--- config.mk ---
export PLATFORM = sky130hd
export DESIGN_NAME = mdio_frame_engine
export DESIGN_NICKNAME = d
export VERILOG_FILES = /design/src/rtl/mdio_pkg.sv /design/src/rtl/mdio_clkgen.sv /design/src/rtl/mdio_rx_select.sv /design/src/rtl/mdio_frame_engine.sv
export SDC_FILE = /design/constraint.sdc
export NUM_CORES = 1
export LEC_CHECK = 0
export ABC_AREA = 1
export BUFFER_PORTS_ARGS = -buffer_cell sky130_fd_sc_hd__buf_2
export CELL_PAD_IN_SITES_DETAIL_PLACEMENT = 1
export CELL_PAD_IN_SITES_GLOBAL_PLACEMENT = 2
export CORE_MARGIN = 8
export CORE_UTILIZATION = 31
export CTS_BUF_LIST = sky130_fd_sc_hd__clkbuf_2 sky130_fd_sc_hd__clkbuf_4 sky130_fd_sc_hd__clkbuf_8
export DETAILED_ROUTE_END_ITERATION = 8
export PLACE_DENSITY = 0.92
export SYNTH_ARGS = -nofsm -noshare
export SYNTH_HDL_FRONTEND = slang
export SYNTH_HIERARCHICAL = 1
export SYNTH_SLANG_ARGS = --single-unit
--- constraint.sdc ---
create_clock -name clk -period 5.7 [get_ports clk]
set_input_delay 1.14 -clock clk [delete_from_list [all_inputs] [get_ports clk]]
set_output_delay 1.14 -clock clk [all_outputs]
set_load 0.02 [all_outputs]
--- src/rtl/mdio_pkg.sv ---
package mdio_pkg;

    localparam int ADDR_W = 5;
    localparam int DATA_W = 16;

    // Command word field positions
    localparam int OP_HI   = 29;
    localparam int PHY_HI  = 27;
    localparam int REG_HI  = 22;
    localparam int DONE_BIT = 16;

    typedef enum logic [2:0] {
        S_IDLE,
        S_PRE,
        S_START,
        S_OP,
        S_PHY,
        S_REG,
        S_TA,
        S_DATA
    } mdio_state_e;

endpackage

--- src/rtl/mdio_clkgen.sv ---
module mdio_clkgen #(
    parameter int HALF_DIV = 2
) (
    input  logic clk,
    input  logic rst_n,
    input  logic run,
    output logic mdc,
    output logic rise_tick,
    output logic fall_tick
);
    localparam int CW = (HALF_DIV > 1) ? $clog2(HALF_DIV) : 1;
    localparam logic [CW-1:0] TERM = CW'(HALF_DIV - 1);

    logic [CW-1:0] cnt;
    logic          term;

    assign term      = run && (cnt == TERM);
    assign rise_tick = term && !mdc;
    assign fall_tick = term && mdc;

    always_ff @(posedge clk or negedge rst_n) begin
        if (!rst_n) begin
            cnt <= '0;
            mdc <= 1'b0;
        end else if (!run) begin
            cnt <= '0;
            mdc <= 1'b0;
        end else if (term) begin
            cnt <= '0;
            mdc <= !mdc;
        end else begin
            cnt <= cnt + 1'b1;
        end
    end
endmodule

--- src/rtl/mdio_rx_select.sv ---
module mdio_rx_select #(
    parameter int           AW       = 5,
    parameter logic [AW-1:0] INT_ADDR = '0,
    parameter logic [AW-1:0] EXT_ADDR = AW'(1)
) (
    input  logic [AW-1:0] phy_addr,
    input  logic          in_int,
    input  logic          in_ext,
    output logic          rx_bit
);
    always_comb begin
        if (phy_addr == INT_ADDR)
            rx_bit = in_int;
        else if (phy_addr == EXT_ADDR)
            rx_bit = in_ext;
        else
            rx_bit = 1'b0;
    end
endmodule

--- src/rtl/mdio_frame_engine.sv ---
module mdio_frame_engine
    import mdio_pkg::*;
#(
    parameter int         HALF_DIV     = 2,
    parameter int         PRE_BITS     = 32,
    parameter logic [4:0] INT_PHY_ADDR = 5'd0,
    parameter logic [4:0] EXT_PHY_ADDR = 5'd1
) (
    input  logic        clk,
    input  logic        rst_n,
    input  logic        cmd_wr,
    input  logic [31:0] cmd_wdata,
    output logic [31:0] cmd_rdata,
    output logic        mdc,
    output logic        mdio_out,
    output logic        mdio_oe,
    input  logic        mdio_in_int,
    input  logic        mdio_in_ext
);
    localparam int CNT_W = ($clog2(PRE_BITS) > 4) ? $clog2(PRE_BITS) : 4;

    mdio_state_e      state, state_n;
    logic [CNT_W-1:0] bit_cnt, bit_cnt_n;
    logic [CNT_W-1:0] last_idx;
    logic [31:17]     cmd_q;
    logic [DATA_W-1:0] data_q;
    logic             done_q;
    logic             busy, accept, is_read;
    logic             rise_tick, fall_tick, rx_bit;
    logic [ADDR_W-1:0] phy_addr, reg_addr;

    assign busy     = (state != S_IDLE);
    assign accept   = !busy && cmd_wr;
    assign is_read  = (cmd_q[OP_HI -: 2] == 2'b10);
    assign phy_addr = cmd_q[PHY_HI -: ADDR_W];
    assign reg_addr = cmd_q[REG_HI -: ADDR_W];
    assign cmd_rdata = {cmd_q, done_q, data_q};

    mdio_clkgen #(.HALF_DIV(HALF_DIV)) u_clkgen (
        .clk       (clk),
        .rst_n     (rst_n),
        .run       (busy),
        .mdc       (mdc),
        .rise_tick (rise_tick),
        .fall_tick (fall_tick)
    );

    mdio_rx_select #(
        .AW       (ADDR_W),
        .INT_ADDR (INT_PHY_ADDR),
        .EXT_ADDR (EXT_PHY_ADDR)
    ) u_rxsel (
        .phy_addr (phy_addr),
        .in_int   (mdio_in_int),
        .in_ext   (mdio_in_ext),
        .rx_bit   (rx_bit)
    );

    // Last bit index of the current field
    always_comb begin
        unique case (state)
            S_PRE:   last_idx = CNT_W'(PRE_BITS - 1);
            S_PHY,
            S_REG:   last_idx = CNT_W'(ADDR_W - 1);
            S_DATA:  last_idx = CNT_W'(DATA_W - 1);
            default: last_idx = CNT_W'(1);
        endcase
    end

    // Next state
    always_comb begin
        state_n   = state;
        bit_cnt_n = bit_cnt;
        if (state == S_IDLE) begin
            if (cmd_wr) begin
                state_n   = S_PRE;
                bit_cnt_n = '0;
            end
        end else if (fall_tick) begin
            if (bit_cnt == last_idx) begin
                bit_cnt_n = '0;
                unique case (state)
                    S_PRE:   state_n = S_START;
                    S_START: state_n = S_OP;
                    S_OP:    state_n = S_PHY;
                    S_PHY:   state_n = S_REG;
                    S_REG:   state_n = S_TA;
                    S_TA:    state_n = S_DATA;
                    default: state_n = S_IDLE;
                endcase
            end else begin
                bit_cnt_n = bit_cnt + 1'b1;
            end
        end
    end

    // State register
    always_ff @(posedge clk or negedge rst_n) begin
        if (!rst_n) begin
            state   <= S_IDLE;
            bit_cnt <= '0;
        end else begin
            state   <= state_n;
            bit_cnt <= bit_cnt_n;
        end
    end

    // Command, data and completion registers
    always_ff @(posedge clk or negedge rst_n) begin
        if (!rst_n) begin
            cmd_q  <= '0;
            data_q <= '0;
            done_q <= 1'b0;
        end else begin
            if (accept) begin
                cmd_q  <= cmd_wdata[31:17];
                data_q <= cmd_wdata[DATA_W-1:0];
                done_q <= 1'b0;
            end else if (state == S_DATA && is_read && rise_tick) begin
                data_q <= {data_q[DATA_W-2:0], rx_bit};
            end
            if (state == S_DATA && fall_tick && bit_cnt == CNT_W'(DATA_W - 1))
                done_q <= 1'b1;
        end
    end

    // Outputs
    always_comb begin
        mdio_oe  = busy && !(is_read && (state == S_TA || state == S_DATA));
        mdio_out = 1'b0;
        unique case (state)
            S_IDLE:  mdio_out = 1'b0;
            S_PRE:   mdio_out = 1'b1;
            S_START: mdio_out = (bit_cnt != '0);
            S_OP:    mdio_out = is_read ? (bit_cnt == '0) : (bit_cnt != '0);
            S_PHY:   mdio_out = phy_addr[ADDR_W - 1 - int'(bit_cnt)];
            S_REG:   mdio_out = reg_addr[ADDR_W - 1 - int'(bit_cnt)];
            S_TA:    mdio_out = !is_read && (bit_cnt == '0);
            S_DATA:  mdio_out = !is_read && data_q[DATA_W - 1 - int'(bit_cnt)];
            default: mdio_out = 1'b0;
        endcase
    end
endmodule

# [Word level (Yosys, flattened, before mapping)]
# Cells that the tools add are included.
[totals] ff_bits=42 input_bits=37 out_inout_bits=35 wordCells=86
[classes] addsub=4 magnitude_cmp=2 n_eq_ne=13 mux=31 reduce_logical=29
[ops] op="two-way mux 16 bit" count=2
[ops] op="two-way mux 5 bit" count=4
[ops] op="one-hot mux 3 bit (6 select lines)" count=1
[ops] op="two-way mux 1 bit" count=15
[ops] op="one-hot mux 5 bit (3 select lines)" count=1
[ops] op="equality test 3 bit, second input constant" count=4
[ops] op="logical AND 1 bit" count=12
[ops] op="two-way mux 3 bit" count=4
[ops] op="logical NOT 5 bit" count=2
[ops] op="one-hot mux 1 bit (8 select lines)" count=1
[ops] op="nonzero test 2 bit" count=4
[ops] op="binary-select mux 1 bit (select 3 bit)" count=2
[ops] op="equality test 3 x 2 -> 1 bit, second input constant" count=2
[ops] op="< comparator 6 x 5 -> 1 bit, second input constant" count=1
[ops] op="< comparator 6 bit, second input constant" count=1
[ops] op="subtractor 3 x 5 -> 6 bit, first input constant" count=1
[ops] op="subtractor 4 x 5 -> 6 bit, first input constant" count=1
[ops] op="adder 5 x 1 -> 5 bit, second input constant" count=1
[ops] op="equality test 5 x 1 -> 1 bit, second input constant" count=1
[ops] op="equality test 5 x 4 -> 1 bit, second input constant" count=1
[ops] op="equality test 5 bit" count=1
[ops] op="nonzero test 5 bit" count=1
[ops] op="binary-select mux 1 bit (select 4 bit)" count=1
[ops] op="logical NOT 1 bit" count=4
[ops] op="other kinds (11)" count=11

# [Logic depth before layout (Yosys ltp)]
[depth] ltp_word=7 ltp_mapped=13 mapped_depth_nobuf=12

# [Modules after synthesis]
# The synthesis kept the hierarchy.
[modules_own_cells] module="mdio_frame_engine" n_inst=1 cells_each=306 area_per_inst_um2=2252.2 seq_area_each_um2=1001.0
[modules_own_cells] module="mdio_clkgen" n_inst=1 cells_each=12 area_per_inst_um2=90.1 seq_area_each_um2=50.0
[modules_own_cells] module="mdio_rx_select" n_inst=1 cells_each=10 area_per_inst_um2=40.0 seq_area_each_um2=0.0

# [Least setup slack after synthesis]
# OpenSTA, ideal clock, no wires.
[synth_path] kind="reg-to-output" from="register bit_cnt[0]" to="output port mdio_out" arrival_time_ns=1.664 required_time_ns=4.560 path_slack_ns=2.896 path_stages_with_launch=11 path_buffers=1 cell_sequence="dfrtp_1 -> inv_1 -> clkbuf_1 -> ha_1 -> inv_1 -> o21ai_0 -> o22ai_1 -> nand2_1 -> a21oi_1 -> nor2_1 -> nand2_1"
[synth_between] elab_chain_len=6 elab_cells_between_ends=17
[synth_rtl] element="start, declared" line_no="mdio_frame_engine.sv:23" source="logic [CNT_W-1:0] bit_cnt, bit_cnt_n;"
[synth_rtl] element="start signal, assigned" line_no="mdio_frame_engine.sv:104" source="bit_cnt <= bit_cnt_n;"
[synth_rtl] element="subtractor 4 x 5 -> 6 bit" line_no="mdio_frame_engine.sv:139" source="S_DATA: mdio_out = !is_read && data_q[DATA_W - 1 - int'(bit_cnt)];"
[synth_rtl] element="binary-select mux 1 bit (select 4 bit)" line_no="mdio_frame_engine.sv:139"
[synth_rtl] element="two-way mux 1 bit (implied by the code) (2 in a row)" line_no="mdio_frame_engine.sv:139"
[synth_rtl] element="logical AND 1 bit" line_no="mdio_frame_engine.sv:139"
[synth_rtl] element="one-hot mux 1 bit (8 select lines) *" line_no="mdio_frame_engine.sv:131" source="unique case (state)"
[synth_rtl] element="end, declared" line_no="mdio_frame_engine.sv:15" source="output logic mdio_out,"
# Mark *: on every way between the ends. The rest lies on a longest branch, timed or not. The select of a mux whose other input is x is not followed.

# [Worst setup path in the final report]
# Same ends and word-level chain as after synthesis.

==> results.sh <==
export IMPL_worst_pin_slew_ns=0.967
export IMPL_p_per_area_nw_per_um2=582
export IMPL_synthesis_nets=367
export IMPL_htreeDepth=2
export IMPL_pwr_share_seq=0.340
export IMPL_skew_ns=0.00795
export IMPL_critPathArrivalTime_ns=2.73
export IMPL_start_util=0.315
export IMPL_core_area_um2=7570
export IMPL_post_route_util=0.379
export IMPL_p_leak_uw=0.00152
export IMPL_portBuffers=70
export IMPL_path_clk_slew_ns=0.09
export IMPL_place_inst=483
export IMPL_die_w_um=104
export IMPL_slew_headroom=0.355
export IMPL_cts_sinks=42
export IMPL_yosysTopAreaCellShare=0.441
export IMPL_synth_largest_area_cell="dfrtp_1"
export IMPL_whs_endpoint="u_clkgen/cnt$_DFF_PN0_"
export IMPL_criticalPathCategory="reg -> out"
export IMPL_totalWireLength_um=7110
export IMPL_netlist_top_cells_area="dfrtp_1 (44%), nand2_1 (14%), o21ai_0 (11%)"
export IMPL_postCtsResizedCells=0
export IMPL_ys_ff_latch=42
export IMPL_min_from="u_clkgen/cnt$_DFF_PN0_"
export IMPL_met3_usage=0.0304
export IMPL_drt_initial_drc_count=78
export IMPL_max_cap_violations=0
export IMPL_crit_required_ns=4.56
export IMPL_hold_path_class="reg -> reg"
export IMPL_rsz0062_at_grt="false"
export IMPL_drcViolationCount=0
export IMPL_instances_no_fill=491
export IMPL_hold_buffers=0
export IMPL_syn_area_um2=2380
export IMPL_hpwl_um=5340
export IMPL_hold_depth=1
export IMPL_antenna_found_initial=0
export IMPL_final_antenna_net_count=0
export IMPL_sw_frac_of_total=0.511
export IMPL_fmax_ghz=0.258
export IMPL_grtUsageMet2=0.231
export IMPL_area_growth_pct=20.4
export IMPL_dr_pass1_iters=4
export IMPL_clkPwrFrac=0.124
export IMPL_outcome="finished, final reports clean"
export IMPL_fin_crit_sh=0.679
export IMPL_num_antenna_cells=0
export IMPL_via_per_inst=4.84
export IMPL_cts_root_buffer="clkbuf_8"
export IMPL_switching_power_uw=854
export IMPL_r2r_start="state[1]$_DFFE_PN0P_"
export IMPL_totalPowerFinal_uw=1670
export IMPL_placed_cell_area_um2=2770
export IMPL_cp_start_kind="register"
export IMPL_fin_area_um2=2870
export IMPL_place_gp_congestion=0.771
export IMPL_rrSetupSlack_ns=2.97
export IMPL_mostFrequentLayoutCell="nand2_1"
export IMPL_worstPathMaxFanout=22
export IMPL_fp_dieH_um=104
export IMPL_max_clock_path_buffers=2
export IMPL_cts_buffers=5
export IMPL_r2r_cells=7
export IMPL_grt_pass1_vias=2537
export IMPL_grt_usage=0.136
export IMPL_tritoncts="yes"
export IMPL_p_comb_frac=0.536
export IMPL_synth_cells=328
export IMPL_intPower_uw=817
export IMPL_use_met1=0.165
export IMPL_dieArea_um2=10700
export IMPL_grt_pass1_wl_um=12400
export IMPL_wl_per_cell_um=14.5
export IMPL_grt_max_degree=52
export IMPL_rows=32
export IMPL_slew_viol_final=0
export IMPL_avgSynthCellArea_um2=7.26
export IMPL_endpoint_kind="output pin"
export IMPL_drive_above_1_share=0.231
export IMPL_irDropWorstVdd_mv=0.209
export IMPL_busiest_layer="met2"
export IMPL_period_minus_slack_ns=3.87
export IMPL_fin_tns_setup_ns=0
export IMPL_nets=427
export IMPL_hold_violations=0
export IMPL_r2r_end="data_q[0]$_DFFE_PN0P_"
export IMPL_overflow=0
export IMPL_clk_latency_ns=0.30
export IMPL_ios=72
export IMPL_cts_setup_buffers=0
export IMPL_synth_seq_area_share=0.441
export IMPL_layout_common_cells="nand2_1 (91), buf_2 (70), o21ai_0 (51)"
export IMPL_ys_types=26
export IMPL_setup_viol=0
export IMPL_ys_warn_count=6
export IMPL_dr_total_vias=2378
==> cell type report <==
cell class              count  area [µm²]
inverters                  38         143
flip-flops and latches     42        1050
fillers                   991        4700
repair buffers             70         350
multi-input cells         231        1100
clock buffers               6        82.6
clock inverters             2        12.5
well taps                 102         128
==> worst max-delay path, cell delays in order, from the launching register on <==
cell     delay (ns)
dfrtp_1        0.78
inv_1          0.36
ha_1           0.44
inv_1          0.11
o21ai_0        0.09
o22ai_1        0.15
nand2_1        0.07
a21oi_1        0.14
nor2_1         0.06
nand2_1        0.07
buf_2          0.16
==> per-layer routing <==
layer,up-vias,part of all wire
met5,-,0
met4,0,0.016
met1,1153,0.46
li1,1174,-
met3,10,0.036
met2,41,0.49
==> power by group through the flow <==
stage / Clock, µW / Combinational, µW / Sequential, µW
final: 207 / 895 / 569
after global routing: 229 / 1020 / 596
after CTS: 217 / 913 / 572
after detailed placement: 0 / 910 / 576
after global placement: 0 / 882 / 573
after floorplan: 0 / 538 / 658
==> metrics by stage <==
step                      setup WS (ns)  hold WS [ns]
after floorplan                    2.90         0.443
after global placement             2.16         0.463
after CTS                          1.78         0.492
after detailed placement           2.13         0.479
after global routing               1.52         0.509
final                              1.83         0.492
==> worst max-delay path by stage <==
stage,from,to,slack (ns),cells after the start
final,bit_cnt[0]$_DFFE_PN0P_,mdio_out,1.83,10
after global routing,bit_cnt[0]$_DFFE_PN0P_,mdio_out,1.52,11
after CTS,bit_cnt[0]$_DFFE_PN0P_,mdio_out,1.78,10
after detailed placement,bit_cnt[0]$_DFFE_PN0P_,mdio_out,2.13,10
after global placement,bit_cnt[0]$_DFFE_PN0P_,mdio_out,2.16,10
after floorplan,bit_cnt[0]$_DFFE_PN0P_,mdio_out,2.90,10
==> kinds of logic (layout without fill, tap and decap cells) <==
group | after synthesis | after routing | synth area share
AO/OA/AOI/OAI | 77 | 77 | 0.172
XOR/XNOR | 5 | 5 | 0.0184
adder cells (fa/ha/maj) | 2 | 2 | 0.0105
buffers and inverters | 55 | 116 | 0.0961
flip-flops | 42 | 42 | 0.441
AND/OR/NAND/NOR | 147 | 147 | 0.262
==> sequential cells by signal, summed over array words and instances, names as in the netlist <==
name	flops
done_q	1
data_q	16
u_clkgen/mdc	1
state	3
bit_cnt	5
cmd_q	15
u_clkgen/cnt	1
==> cells in the mapped netlist <==
master / number
nand2_1: 91
clkbuf_1: 5
a31oi_1: 1
buf_2: 7
ha_1: 2
buf_4: 3
clkbuf_2: 2
o22ai_1: 5
o211ai_1: 5
inv_2: 3
nor2_2: 1
nor3_1: 1
o21ai_0: 51
xnor2_1: 2
xor2_1: 3
dfrtp_1: 42
nand3_1: 26
inv_1: 35
o21ai_1: 6
nor2_1: 19
a21oi_1: 8
nand2_2: 5
a32o_1: 1
nand3_2: 2
nor2_4: 1
nand4_1: 1
(Power assumes the default switching activity.)
